<file path="src/rtl/uart_irq_pkg.sv">
package uart_irq_pkg;
  localparam int IRQ_W = 11;

  localparam int BIT_CTS      = 1;
  localparam int BIT_RXLVL    = 4;
  localparam int BIT_TXLVL    = 5;
  localparam int BIT_TIMEOUT  = 6;
  localparam int BIT_FRAMING  = 7;
  localparam int BIT_PARITY   = 8;
  localparam int BIT_BREAK    = 9;
  localparam int BIT_OVERRUN  = 10;

  localparam logic [IRQ_W-1:0] SUPPORTED = 11'h7F2;

  typedef struct packed {
    logic [IRQ_W-1:0] setVec;
    logic [IRQ_W-1:0] clrVec;
    logic             maskLoad;
    logic             lvlLoad;
  } irq_strobe_t;

  // Threshold in entries for a level code and a FIFO depth.
  function automatic int levelThreshold(input logic [2:0] code, input int depth);
    int eighths;
    case (code)
      3'd0:    eighths = 1;
      3'd1:    eighths = 2;
      3'd2:    eighths = 4;
      3'd3:    eighths = 6;
      3'd4:    eighths = 7;
      default: eighths = 4;
    endcase
    return (depth * eighths) / 8;
  endfunction
endpackage

</file>
<file path="src/rtl/uart_irq_level_det.sv">
module uart_irq_level_det #(
  parameter int FIFO_DEPTH = 16,
  parameter int CNT_W      = $clog2(FIFO_DEPTH + 1),
  parameter bit RISING     = 1'b1
) (
  input  logic             clk,
  input  logic             rstN,
  input  logic [CNT_W-1:0] fill,
  input  logic [2:0]       code,
  output logic             crossEvt
);
  import uart_irq_pkg::*;

  logic [CNT_W-1:0] thresh;
  logic             inZone;
  logic             inZoneQ;

  assign thresh = CNT_W'(levelThreshold(code, FIFO_DEPTH));

  generate
    if (RISING) begin : g_rise
      assign inZone = (fill >= thresh);
    end else begin : g_fall
      assign inZone = (fill <= thresh);
    end
  endgenerate

  // Falling detectors start "in zone" so an empty FIFO is quiet after reset.
  always_ff @(posedge clk) begin
    if (!rstN) inZoneQ <= !RISING;
    else       inZoneQ <= inZone;
  end

  assign crossEvt = inZone & ~inZoneQ;
endmodule

</file>
<file path="src/rtl/uart_irq_ctrl.sv">
module uart_irq_ctrl
  import uart_irq_pkg::*;
#(
  parameter int FIFO_DEPTH = 16,
  parameter int CNT_W      = $clog2(FIFO_DEPTH + 1)
) (
  input  logic             clk,
  input  logic             rstN,
  input  logic [CNT_W-1:0] rxFill,
  input  logic [CNT_W-1:0] txFill,
  input  logic             evTimeout,
  input  logic             evFraming,
  input  logic             evParity,
  input  logic             evBreak,
  input  logic             evOverrun,
  input  logic             evCtsChange,
  input  logic             maskWrEn,
  input  logic             clrWrEn,
  input  logic [IRQ_W-1:0] clrWrData,
  input  logic             lvlWrEn,
  input  logic [5:0]       levelSel,
  output irq_strobe_t      strobe
);
  logic rxCross;
  logic txCross;

  uart_irq_level_det #(.FIFO_DEPTH(FIFO_DEPTH), .CNT_W(CNT_W), .RISING(1'b1)) u_rxDet (
    .clk(clk), .rstN(rstN), .fill(rxFill), .code(levelSel[5:3]), .crossEvt(rxCross)
  );

  uart_irq_level_det #(.FIFO_DEPTH(FIFO_DEPTH), .CNT_W(CNT_W), .RISING(1'b0)) u_txDet (
    .clk(clk), .rstN(rstN), .fill(txFill), .code(levelSel[2:0]), .crossEvt(txCross)
  );

  always_comb begin
    strobe = '0;
    strobe.setVec[BIT_CTS]     = evCtsChange;
    strobe.setVec[BIT_RXLVL]   = rxCross;
    strobe.setVec[BIT_TXLVL]   = txCross;
    strobe.setVec[BIT_TIMEOUT] = evTimeout;
    strobe.setVec[BIT_FRAMING] = evFraming;
    strobe.setVec[BIT_PARITY]  = evParity;
    strobe.setVec[BIT_BREAK]   = evBreak;
    strobe.setVec[BIT_OVERRUN] = evOverrun;
    strobe.clrVec   = clrWrEn ? clrWrData : '0;
    strobe.maskLoad = maskWrEn;
    strobe.lvlLoad  = lvlWrEn;
  end
endmodule

</file>
<file path="src/rtl/uart_irq_regs.sv">
module uart_irq_regs
  import uart_irq_pkg::*;
(
  input  logic             clk,
  input  logic             rstN,
  input  irq_strobe_t      strobe,
  input  logic [IRQ_W-1:0] maskWrData,
  input  logic [5:0]       lvlWrData,
  output logic [IRQ_W-1:0] rawStatus,
  output logic [IRQ_W-1:0] maskReg,
  output logic [IRQ_W-1:0] maskedStatus,
  output logic [5:0]       levelSel,
  output logic             irqOut
);
  logic [IRQ_W-1:0] rawQ;
  logic [IRQ_W-1:0] maskQ;
  logic [5:0]       lvlQ;

  // Set is applied after clear so a simultaneous event wins.
  always_ff @(posedge clk) begin
    if (!rstN) begin
      rawQ  <= '0;
      maskQ <= '0;
      lvlQ  <= '0;
    end else begin
      rawQ <= ((rawQ & ~strobe.clrVec) | strobe.setVec) & SUPPORTED;
      if (strobe.maskLoad) maskQ <= maskWrData & SUPPORTED;
      if (strobe.lvlLoad)  lvlQ  <= lvlWrData;
    end
  end

  assign rawStatus    = rawQ;
  assign maskReg      = maskQ;
  assign maskedStatus = rawQ & maskQ;
  assign levelSel     = lvlQ;
  assign irqOut       = |maskedStatus;
endmodule

</file>
<file path="src/rtl/uart_irq_aggregator.sv">
module uart_irq_aggregator #(
  parameter int FIFO_DEPTH = 16,
  parameter int CNT_W      = $clog2(FIFO_DEPTH + 1)
) (
  input  logic             clk,
  input  logic             rstN,
  input  logic [CNT_W-1:0] rxFill,
  input  logic [CNT_W-1:0] txFill,
  input  logic             evTimeout,
  input  logic             evFraming,
  input  logic             evParity,
  input  logic             evBreak,
  input  logic             evOverrun,
  input  logic             evCtsChange,
  input  logic             maskWrEn,
  input  logic [10:0]      maskWrData,
  input  logic             clrWrEn,
  input  logic [10:0]      clrWrData,
  input  logic             lvlWrEn,
  input  logic [5:0]       lvlWrData,
  output logic [10:0]      rawStatus,
  output logic [10:0]      maskReg,
  output logic [10:0]      maskedStatus,
  output logic [5:0]       levelSel,
  output logic             irqOut
);
  import uart_irq_pkg::*;

  irq_strobe_t strobe;

  uart_irq_ctrl #(.FIFO_DEPTH(FIFO_DEPTH), .CNT_W(CNT_W)) u_ctrl (
    .clk(clk), .rstN(rstN), .rxFill(rxFill), .txFill(txFill),
    .evTimeout(evTimeout), .evFraming(evFraming), .evParity(evParity),
    .evBreak(evBreak), .evOverrun(evOverrun), .evCtsChange(evCtsChange),
    .maskWrEn(maskWrEn), .clrWrEn(clrWrEn), .clrWrData(clrWrData),
    .lvlWrEn(lvlWrEn), .levelSel(levelSel), .strobe(strobe)
  );

  uart_irq_regs u_regs (
    .clk(clk), .rstN(rstN), .strobe(strobe), .maskWrData(maskWrData),
    .lvlWrData(lvlWrData), .rawStatus(rawStatus), .maskReg(maskReg),
    .maskedStatus(maskedStatus), .levelSel(levelSel), .irqOut(irqOut)
  );
endmodule

</file>
<file path="config.mk">
export PLATFORM = sky130hd
export DESIGN_NAME = uart_irq_aggregator
export DESIGN_NICKNAME = d
export VERILOG_FILES = /design/src/rtl/uart_irq_pkg.sv /design/src/rtl/uart_irq_level_det.sv /design/src/rtl/uart_irq_ctrl.sv /design/src/rtl/uart_irq_regs.sv /design/src/rtl/uart_irq_aggregator.sv
export SDC_FILE = /design/constraint.sdc
export NUM_CORES = 1
export LEC_CHECK = 0
export ABC_AREA = 0
export BUFFER_PORTS_ARGS = -buffer_cell sky130_fd_sc_hd__buf_2
export CORE_ASPECT_RATIO = 0.7
export CORE_MARGIN = 3
export CORE_UTILIZATION = 44
export CTS_BUF_LIST = sky130_fd_sc_hd__clkbuf_4
export CTS_CLUSTER_SIZE = 25
export DETAILED_ROUTE_END_ITERATION = 16
export HOLD_SLACK_MARGIN = 0.06
export PLACE_DENSITY = 0.87
export SLEW_MARGIN = 20
export SYNTH_ARGS = -nofsm -noshare
export SYNTH_HDL_FRONTEND = slang
export SYNTH_SLANG_ARGS = --single-unit
</file>
<file path="constraint.sdc">
create_clock -name clk -period 5.1 [get_ports clk]
set_input_delay 1.53 -clock clk [delete_from_list [all_inputs] [get_ports clk]]
set_output_delay 1.53 -clock clk [all_outputs]
set_load 0.005 [all_outputs]
</file>
Yosys cells after proc, flatten, opt, wreduce, memory -nomap -nowiden

Index checks and enable logic that the tools add are counted.
Widths: inputs -> output; s select.

Bits in registers: 27
Input port bits: 49
Output and inout bits: 40

Order comparisons: 2
Equal/unequal tests: 6
Muxes and demuxes: 3
Bitwise logic cells: 8
Reductions and logical operators: 3

Operators by type and width:

| operator           | count |
|---|---|
| $pmux 3 s4         | 2 |
| $and 11x11->11     | 2 |
| $mux 11            | 1 |
| $not 11->11        | 1 |
| $or 11x11->11      | 1 |
| $reduce_or 11->1   | 1 |
| $eq 3x1->1 const B | 2 |
| $eq 3x2->1 const B | 2 |
| $eq 3x3->1 const B | 2 |
| $logic_not 3->1    | 2 |
| $ge 5x5->1         | 1 |
| $le 5x5->1         | 1 |
| $and 1x1->1        | 2 |
| $not 1->1          | 2 |

Logic depth before layout (Yosys ltp)

Gate-level depths: netlist (run 1).

Depth in word-level cells: 5
Gate-level depth with buffers: 6
Depth with buffers taken out: 6

Cells and area by module

Synthesis (run 1) repeated with hierarchy kept, for this count alone.

Cell total of the unflattened synthesis: 146
Area total of the unflattened synthesis: 1,367.6 um^2

By module, submodules not included:

| module                               | times used | cells an instance | area an instance (um^2) | seq. area each (um^2) |
|---|---|---|---|---|
| uart_irq_regs                        | 1          | 91                | 938.4                   | 440.4 |
| uart_irq_ctrl                        | 1          | 26                | 181.4                   | 0.0 |
| uart_irq_level_det at u_ctrl.u_txDet | 1          | 15                | 125.1                   | 20.0 |
| uart_irq_level_det at u_ctrl.u_rxDet | 1          | 14                | 122.6                   | 20.0 |

Least setup slack after synthesis (run 1)

Ideal clock, no wire load.

Path kind: register to output
From: register u_regs.rawQ[8] (netlist: u_regs.rawStatus[8])
To: output irqOut
Arrival: 1.444 ns
Setup slack: 2.126 ns
Stages on the path, launching flop included: 4
Path buffers: 0
Cells stage by stage: dfxtp_1 > and2_4 > or4_1 > or4_1

Word-level cells in the longest chain between the ends: 2

RTL lines:

| what                      | line                      | text |
|---|---|---|
| from (decl)               | uart_irq_regs.sv:15       | `logic [IRQ_W-1:0] rawQ;` |
| from (signal assigned)    | uart_irq_regs.sv:26       | `rawQ <= ((rawQ & ~strobe.clrVec) \| strobe.setVec) & SUPPORTED;` |
| $and 11x11->11            | uart_irq_regs.sv:34       | `assign maskedStatus = rawQ & maskQ;` |
| named net maskedStatus[8] | uart_irq_aggregator.sv:23 | `output logic [10:0] maskedStatus,` |
| $reduce_or 11->1          | uart_irq_regs.sv:36       | `assign irqOut = \|maskedStatus;` |
| to (decl)                 | uart_irq_aggregator.sv:25 | `output logic irqOut` |

The timed path passes the listed nets, and every way through them passes these cells.

Worst setup path after layout (run 1)

From: register u_regs.rawQ[7] (netlist: u_regs.rawStatus[7])
To: output irqOut

Word-level cells in the longest chain between the ends: 2

RTL lines:

| what             | line |
|---|---|
| $and 11x11->11   | uart_irq_regs.sv:34 |
| $reduce_or 11->1 | uart_irq_regs.sv:36 |

No other way between the ends.

==> run_results.csv, run 1 <==
group,metric,value,unit
run_status,outcome,"finished clean",
routing,drtAntennaViolNets,0,
cells_and_area,drive_gt1_share,38.6,%
cells_and_area,fin_nets,258,
routing,dr.pass1.iters,4,
cells_and_area,areaGrowthSynthToFinish,31.5,%
sta,finalWorstSetupSlack,1610,ps
setup_path,crit_top_cell,"or4_1",
placement,io_buffers,73,
setup_path,critPathBufInv,1,
synthesis,synth_cell_types,25,
clock_network,post_cts.repair.setup_buffers,0,
die,ioPinCount,89,
global_routing,gr-total-overflow,0,
synthesis,yosys-top-cells-count,"dfxtp_1, nor2b_1, mux2i_1",
setup_path,crit_path_max_incr_delay,500,ps
pwr,p_clk_share,21.6,%
sta,hold_viol,0,
setup_path,worstPathArrival,1960,ps
pwr,leakage,0.860,nW
clock_network,cts.hold.buffers_added,0,
cells_and_area,postLayoutCoreUtil,62.3,%
pwr,p_switching,0.0966,mW
global_routing,grt.total_usage,16.6,%
clock_network,clk_pin_slew,120,ps
routing,routedWlPerCell,11.7,um
routing,drtIter0Drc,22,
die,placementRows,15,
global_routing,grt_pass1_wl,4260,um
pwr,p_int,0.273,mW
routing,vias,1088,
synthesis,ys_seq_area_share,40.0,%
run,drv_cap,0,
global_routing,grt_pass1_vias,998,
setup_path,crit_family,"simple AND/OR/NAND/NOR gates",
synthesis,synth_edf_count,0,
routing,finalWirelength,2760,um
synthesis,ys_warn_count,0,
pwr,power,0.369,mW
setup_path,crit_type,"flip-flop to primary output",
sta,setup_tns,0,ps
sta,max_freq,287,MHz
routing,viasPerCell,4.61,
synthesis,synthFlopType,"dfxtp_1",
clock_network,h-tree-depth,1,
placement,dp_slack,1960,ps
placement,dpl.hpwl,2340,um
placement,place_area,1550,um^2
pwr,seq_power_share,56.7,%
die,die_area,3400,um^2
cells_and_area,fin_area,1580,um^2
clock_network,cts_root_buf,"clkbuf_4",
pwr,p_per_area,234,nW/um^2
setup_path,start_kind,"flip-flop",
cells_and_area,fillCellCount,248,
synthesis,synth_seq_cells,24,
setup_path,cp-end-kind,"primary output",
synthesis,async_flop_share,0,%
global_routing,grt_max_degree,27,
clock_network,cts_buffer_depth,2,
die,coreArea,2530,um^2
min_path,hold_path.class,"flip-flop to flip-flop",
die,die_y,49.7,um
sta,setup_viol,0,
routing,remaining_drc_errors,0,
cells_and_area,multi_input_area,652,um^2
die,initial_core_util,47.4,%
pwr,p_comb_share,21.7,%
setup_path,worstPathCellList,"and2_1 -> or4_1 -> or4_1 -> buf_2",
synthesis,netlist_instances,131,
sta,rsz0062_at_grt,"false",
synthesis,yosysTopAreaCell,"dfxtp_1",
sta,drv_slew,0,
pwr,switching_share,26.2,%
clock_network,cts_tree,"built",
die,die_w,68.4,um
placement,finalWeightedCongestion,0.787,
sta,finalCritPeriodShare,68.4,%
setup_path,crit_fanout,3,
clock_network,numClockSinks,24,
clock_network,cts_made_buffers,3,
synthesis,synth_top_area_share,40.0,%
synthesis,avgSynthCellArea,9.16,um^2
setup_path,cp_slowest_cell,"or4_1",
cells_and_area,antenna_cells,0,
synthesis,synth_area_leaders,"dfxtp_1, mux2i_1, nor2b_1, ha_1, buf_4",
cells_and_area,seq_area,480,um^2
synthesis,netlist_area,1200,um^2
pwr,peakVddDrop,0.170,mV
clock_network,clkLatencyLatePin,300,ps
setup_path,worstPathRequired,3570,ps
sta,skew,2.47,ps
global_routing,grt_antenna_before_repair,0,
sta,finalCriticalPeriod,3490,ps
clock_network,ctsResizeCount,0,
synthesis,yosysMostFrequentCell,"dfxtp_1",
## worst register-to-register path: stages, from the launching register on
cell and delay (ps):
dfxtp_1 350, nor2_1 150, mux2i_1 100, ha_1 200
nand2b_1 140, o221ai_1 210, a21boi_1 110
## power groups by stage
stage          clock network [mW]  registers [mW]  logic [mW]
4_1_cts                    0.0869           0.209      0.0815
3_5_place_dp                    0           0.214      0.0813
2_1_floorplan                   0           0.214      0.0475
5_1_grt                    0.0913           0.211      0.0922
3_3_place_gp                    0           0.213      0.0783
6_report                   0.0799           0.209      0.0801
## area by class of cell
| cell class | instances | area share [%] |
|---|---|---|
| Clock buffer | 3 | 1.43 |
| Clock inverter | 1 | 0.238 |
| Multi-Input combinational cell | 98 | 41.3 |
| Inverter | 3 | 0.714 |
| Sequential cell | 24 | 30.5 |
| Tap cell | 34 | 2.70 |
| Timing Repair Buffer | 73 | 23.2 |
## state kept, by name, indices dropped and copies added (netlist names)
name                    count
u_ctrl.u_txDet.inZoneQ      1
u_ctrl.u_rxDet.inZoneQ      1
u_regs.levelSel             6
u_regs.maskReg              8
u_regs.rawStatus            8
## routing by layer
layer	wire length (um)	track usage (%)
met5	0	0
met4	39	6.93
met3	200	5.69
met2	1380	28.4
met1	1140	18.4
## cell usage in the layout, fill, tap and decap left out
cell type	Yosys	final
nor2b_1	21	21
clkinv_1	0	1
nand3_1	3	3
or2_2	1	1
o21ai_1	1	1
nand2_1	7	7
nor3_1	1	1
clkbuf_4	0	3
buf_2	0	73
a21boi_1	2	2
o21ai_0	1	1
a21oi_1	9	9
or4_1	2	2
o221ai_1	1	1
nor2_1	6	6
conb_1	1	9
ha_1	6	6
and2_1	7	7
nand2b_1	1	1
and4b_1	1	1
nand3b_1	1	1
and2_4	1	1
nand4_1	1	1
inv_1	3	3
mux2i_1	16	16
dfxtp_1	24	24
## final timing paths
| check | to | depth (start not counted) | slack (ps) | from |
|---|---|---|---|---|
| max reg2reg | u_ctrl.u_rxDet.inZoneQ$_SDFF_PN0_ | 6 | 3710 | u_regs.levelSel[3]$_SDFFE_PN0P_ |
| min | u_regs.rawStatus[5]$_SDFF_PN0_ | 2 | 490 | u_regs.rawStatus[5]$_SDFF_PN0_ |
| max | irqOut | 4 | 1610 | u_regs.rawStatus[7]$_SDFF_PN0_ |
| min reg2reg | u_regs.rawStatus[5]$_SDFF_PN0_ | 2 | 490 | u_regs.rawStatus[5]$_SDFF_PN0_ |
## through the flow
step / hold slack (ps) / std cells
after global routing: 518 / 236
after detailed placement: 481 / 232
after global placement: 474 / 232
after CTS: 499 / 236
final: 494 / 236
after floorplan: 474 / 139
## logic make-up after synthesis
| kind of cell | Yosys count | synth area share [%] |
|---|---|---|
| adders and majority gates | 6 | 6.26 |
| DFF | 24 | 40.0 |
| and+or+nand+nor | 53 | 25.3 |
| other | 1 | 0.313 |
| AOI/OAI and AO/OA | 14 | 6.57 |
| muxes | 16 | 13.3 |
| buffers and inverters | 17 | 8.13 |
No activity file was read; power rests on OpenSTA's default activity.
==> run 2: changes to the inputs <==
CORE_UTILIZATION = 41   (was 44)
PLACE_DENSITY = 0.81   (was 0.87)
clock period = 3.55 ns   (was 5.1 ns; I/O delays follow)
==> run_results.csv, run 2 (synthesized netlist as in run 1, its figures left out) <==
group,metric,value,unit
run_status,outcome,"finished clean",
die,die_y,51.3,um
setup_path,worstPathRequired,2480,ps
cells_and_area,final_common_cell,"buf_2",
setup_path,rr_worst_depth,6,
sta,drv_slew,0,
clock_network,clk_pin_slew,130,ps
global_routing,grt.total_usage,15.9,%
clock_network,cts_root_buf,"clkbuf_4",
placement,place_area,1550,um^2
routing,drtAntennaViolNets,0,
sta,rsz0062_at_grt,"false",
clock_network,cts_made_buffers,3,
routing,dr.pass1.iters,4,
pwr,leakage,0.860,nW
sta,max_freq,333,MHz
clock_network,h-tree-depth,1,
clock_network,numClockSinks,24,
cells_and_area,fin_nets,258,
placement,io_buffers,73,
pwr,peakVddDrop,0.216,mV
pwr,power,0.534,mW
sta,finalCriticalPeriod,3010,ps
setup_path,crit_type,"flip-flop to primary output",
setup_path,rrSetupSlack,2110,ps
clock_network,cts_tree,"built",
setup_path,r2r-start,"u_regs.levelSel[0]$_SDFFE_PN0P_",
sta,finalCritPeriodShare,84.7,%
global_routing,grt_max_degree,27,
min_path,hold_depth,2,
sta,fin_hold_ws,511,ps
cells_and_area,areaGrowthSynthToFinish,31.5,%
routing,drtIter0Drc,20,
global_routing,gr-total-overflow,0,
setup_path,critPathLaunch,"u_regs.rawStatus[8]$_SDFF_PN0_",
global_routing,grt_pass1_vias,1055,
sta,hold_viol,0,
global_routing,grt_antenna_before_repair,0,
cells_and_area,antenna_cells,0,
setup_path,start_kind,"flip-flop",
routing,routedWlPerCell,11.8,um
clock_network,clkLatencyLatePin,310,ps
die,die_area,3620,um^2
placement,dpl.hpwl,2360,um
run,drv_cap,0,
clock_network,ctsResizeCount,0,
die,placementRows,15,
die,ioPinCount,89,
routing,viasPerCell,4.62,
setup_path,worstPathArrival,1940,ps
placement,finalWeightedCongestion,0.763,
cells_and_area,final_cells,236,
routing,finalWirelength,2790,um
clock_network,post_cts.repair.setup_buffers,0,
cells_and_area,final_cell_mix,"buf_2, dfxtp_1, nor2b_1",
setup_path,r2r-end,"u_ctrl.u_txDet.inZoneQ$_SDFF_PN1_",
die,initial_core_util,45.7,%
setup_path,cp-end-kind,"primary output",
setup_path,crit_fanout,3,
setup_path,endpoint,"irqOut",
cells_and_area,fin_area,1580,um^2
placement,placed_cells,232,
sta,skew,6.47,ps
global_routing,grt_pass1_wl,4640,um
min_path,hold_path.class,"flip-flop to flip-flop",
routing,remaining_drc_errors,0,
routing,vias,1091,
die,coreArea,2630,um^2
clock_network,cts_buffer_depth,2,
cells_and_area,drive_gt1_share,38.6,%
sta,setup_viol,0,
sta,setup_tns,0,ps
die,die_w,70.7,um
clock_network,cts.hold.buffers_added,0,
pwr,p_per_area,338,nW/um^2
==> run 2: cell counts in the layout (fill, tap and decap cells not counted) <==
Identical to the previous run, type by type.
==> run 2: where the power goes <==
group | internal, mW | switching, mW | total (mW)
Sequential | 0.288 | 0.0134 | 0.301
Combinational | 0.0627 | 0.0516 | 0.114
Clock | 0.0411 | 0.0767 | 0.118
==> run 2: through the flow <==
stage / utilization [%] / setup WS (ps)
floorplan: - / 1040
global placement: 59.0 / 943
detailed placement: 59.0 / 888
CTS: 60.0 / 520
global route: 60.0 / 463
finish: 60.0 / 544
==> run 2: worst max-delay path, stage by stage, from the launching register on <==
cell     delay, ps
dfxtp_1        350
and2_4         160
or4_1          510
or4_1          460
buf_2          140
==> run 2: final cells by class <==
class	count	area, um^2
multi-input combinational	98	652
tap	34	42.5
sequential	24	480
clock inverter	1	3.75
fill	239	1050
timing repair buffer	73	365
clock buffer	3	22.5
inverter	3	11.3
==> run 2: worst min path at each step <==
stage	from	end	slack, ps
2_1_floorplan	u_regs.rawStatus[5]$_SDFF_PN0_	u_regs.rawStatus[5]$_SDFF_PN0_	470
3_3_place_gp	u_regs.rawStatus[5]$_SDFF_PN0_	u_regs.rawStatus[5]$_SDFF_PN0_	480
3_5_place_dp	u_regs.rawStatus[5]$_SDFF_PN0_	u_regs.rawStatus[5]$_SDFF_PN0_	500
4_1_cts	u_regs.rawStatus[5]$_SDFF_PN0_	u_regs.rawStatus[5]$_SDFF_PN0_	520
5_1_grt	u_regs.rawStatus[5]$_SDFF_PN0_	u_regs.rawStatus[5]$_SDFF_PN0_	540
6_report	u_regs.rawStatus[5]$_SDFF_PN0_	u_regs.rawStatus[5]$_SDFF_PN0_	510
==> run 2: per-layer routing <==
metal	routed length [um]	vias to the layer above	global-route usage, %
li1	-	565	-
met2	1350	39	28.3
met4	48	0	5.00
met1	1230	481	18.9
met5	0	-	0
met3	171	6	4.13
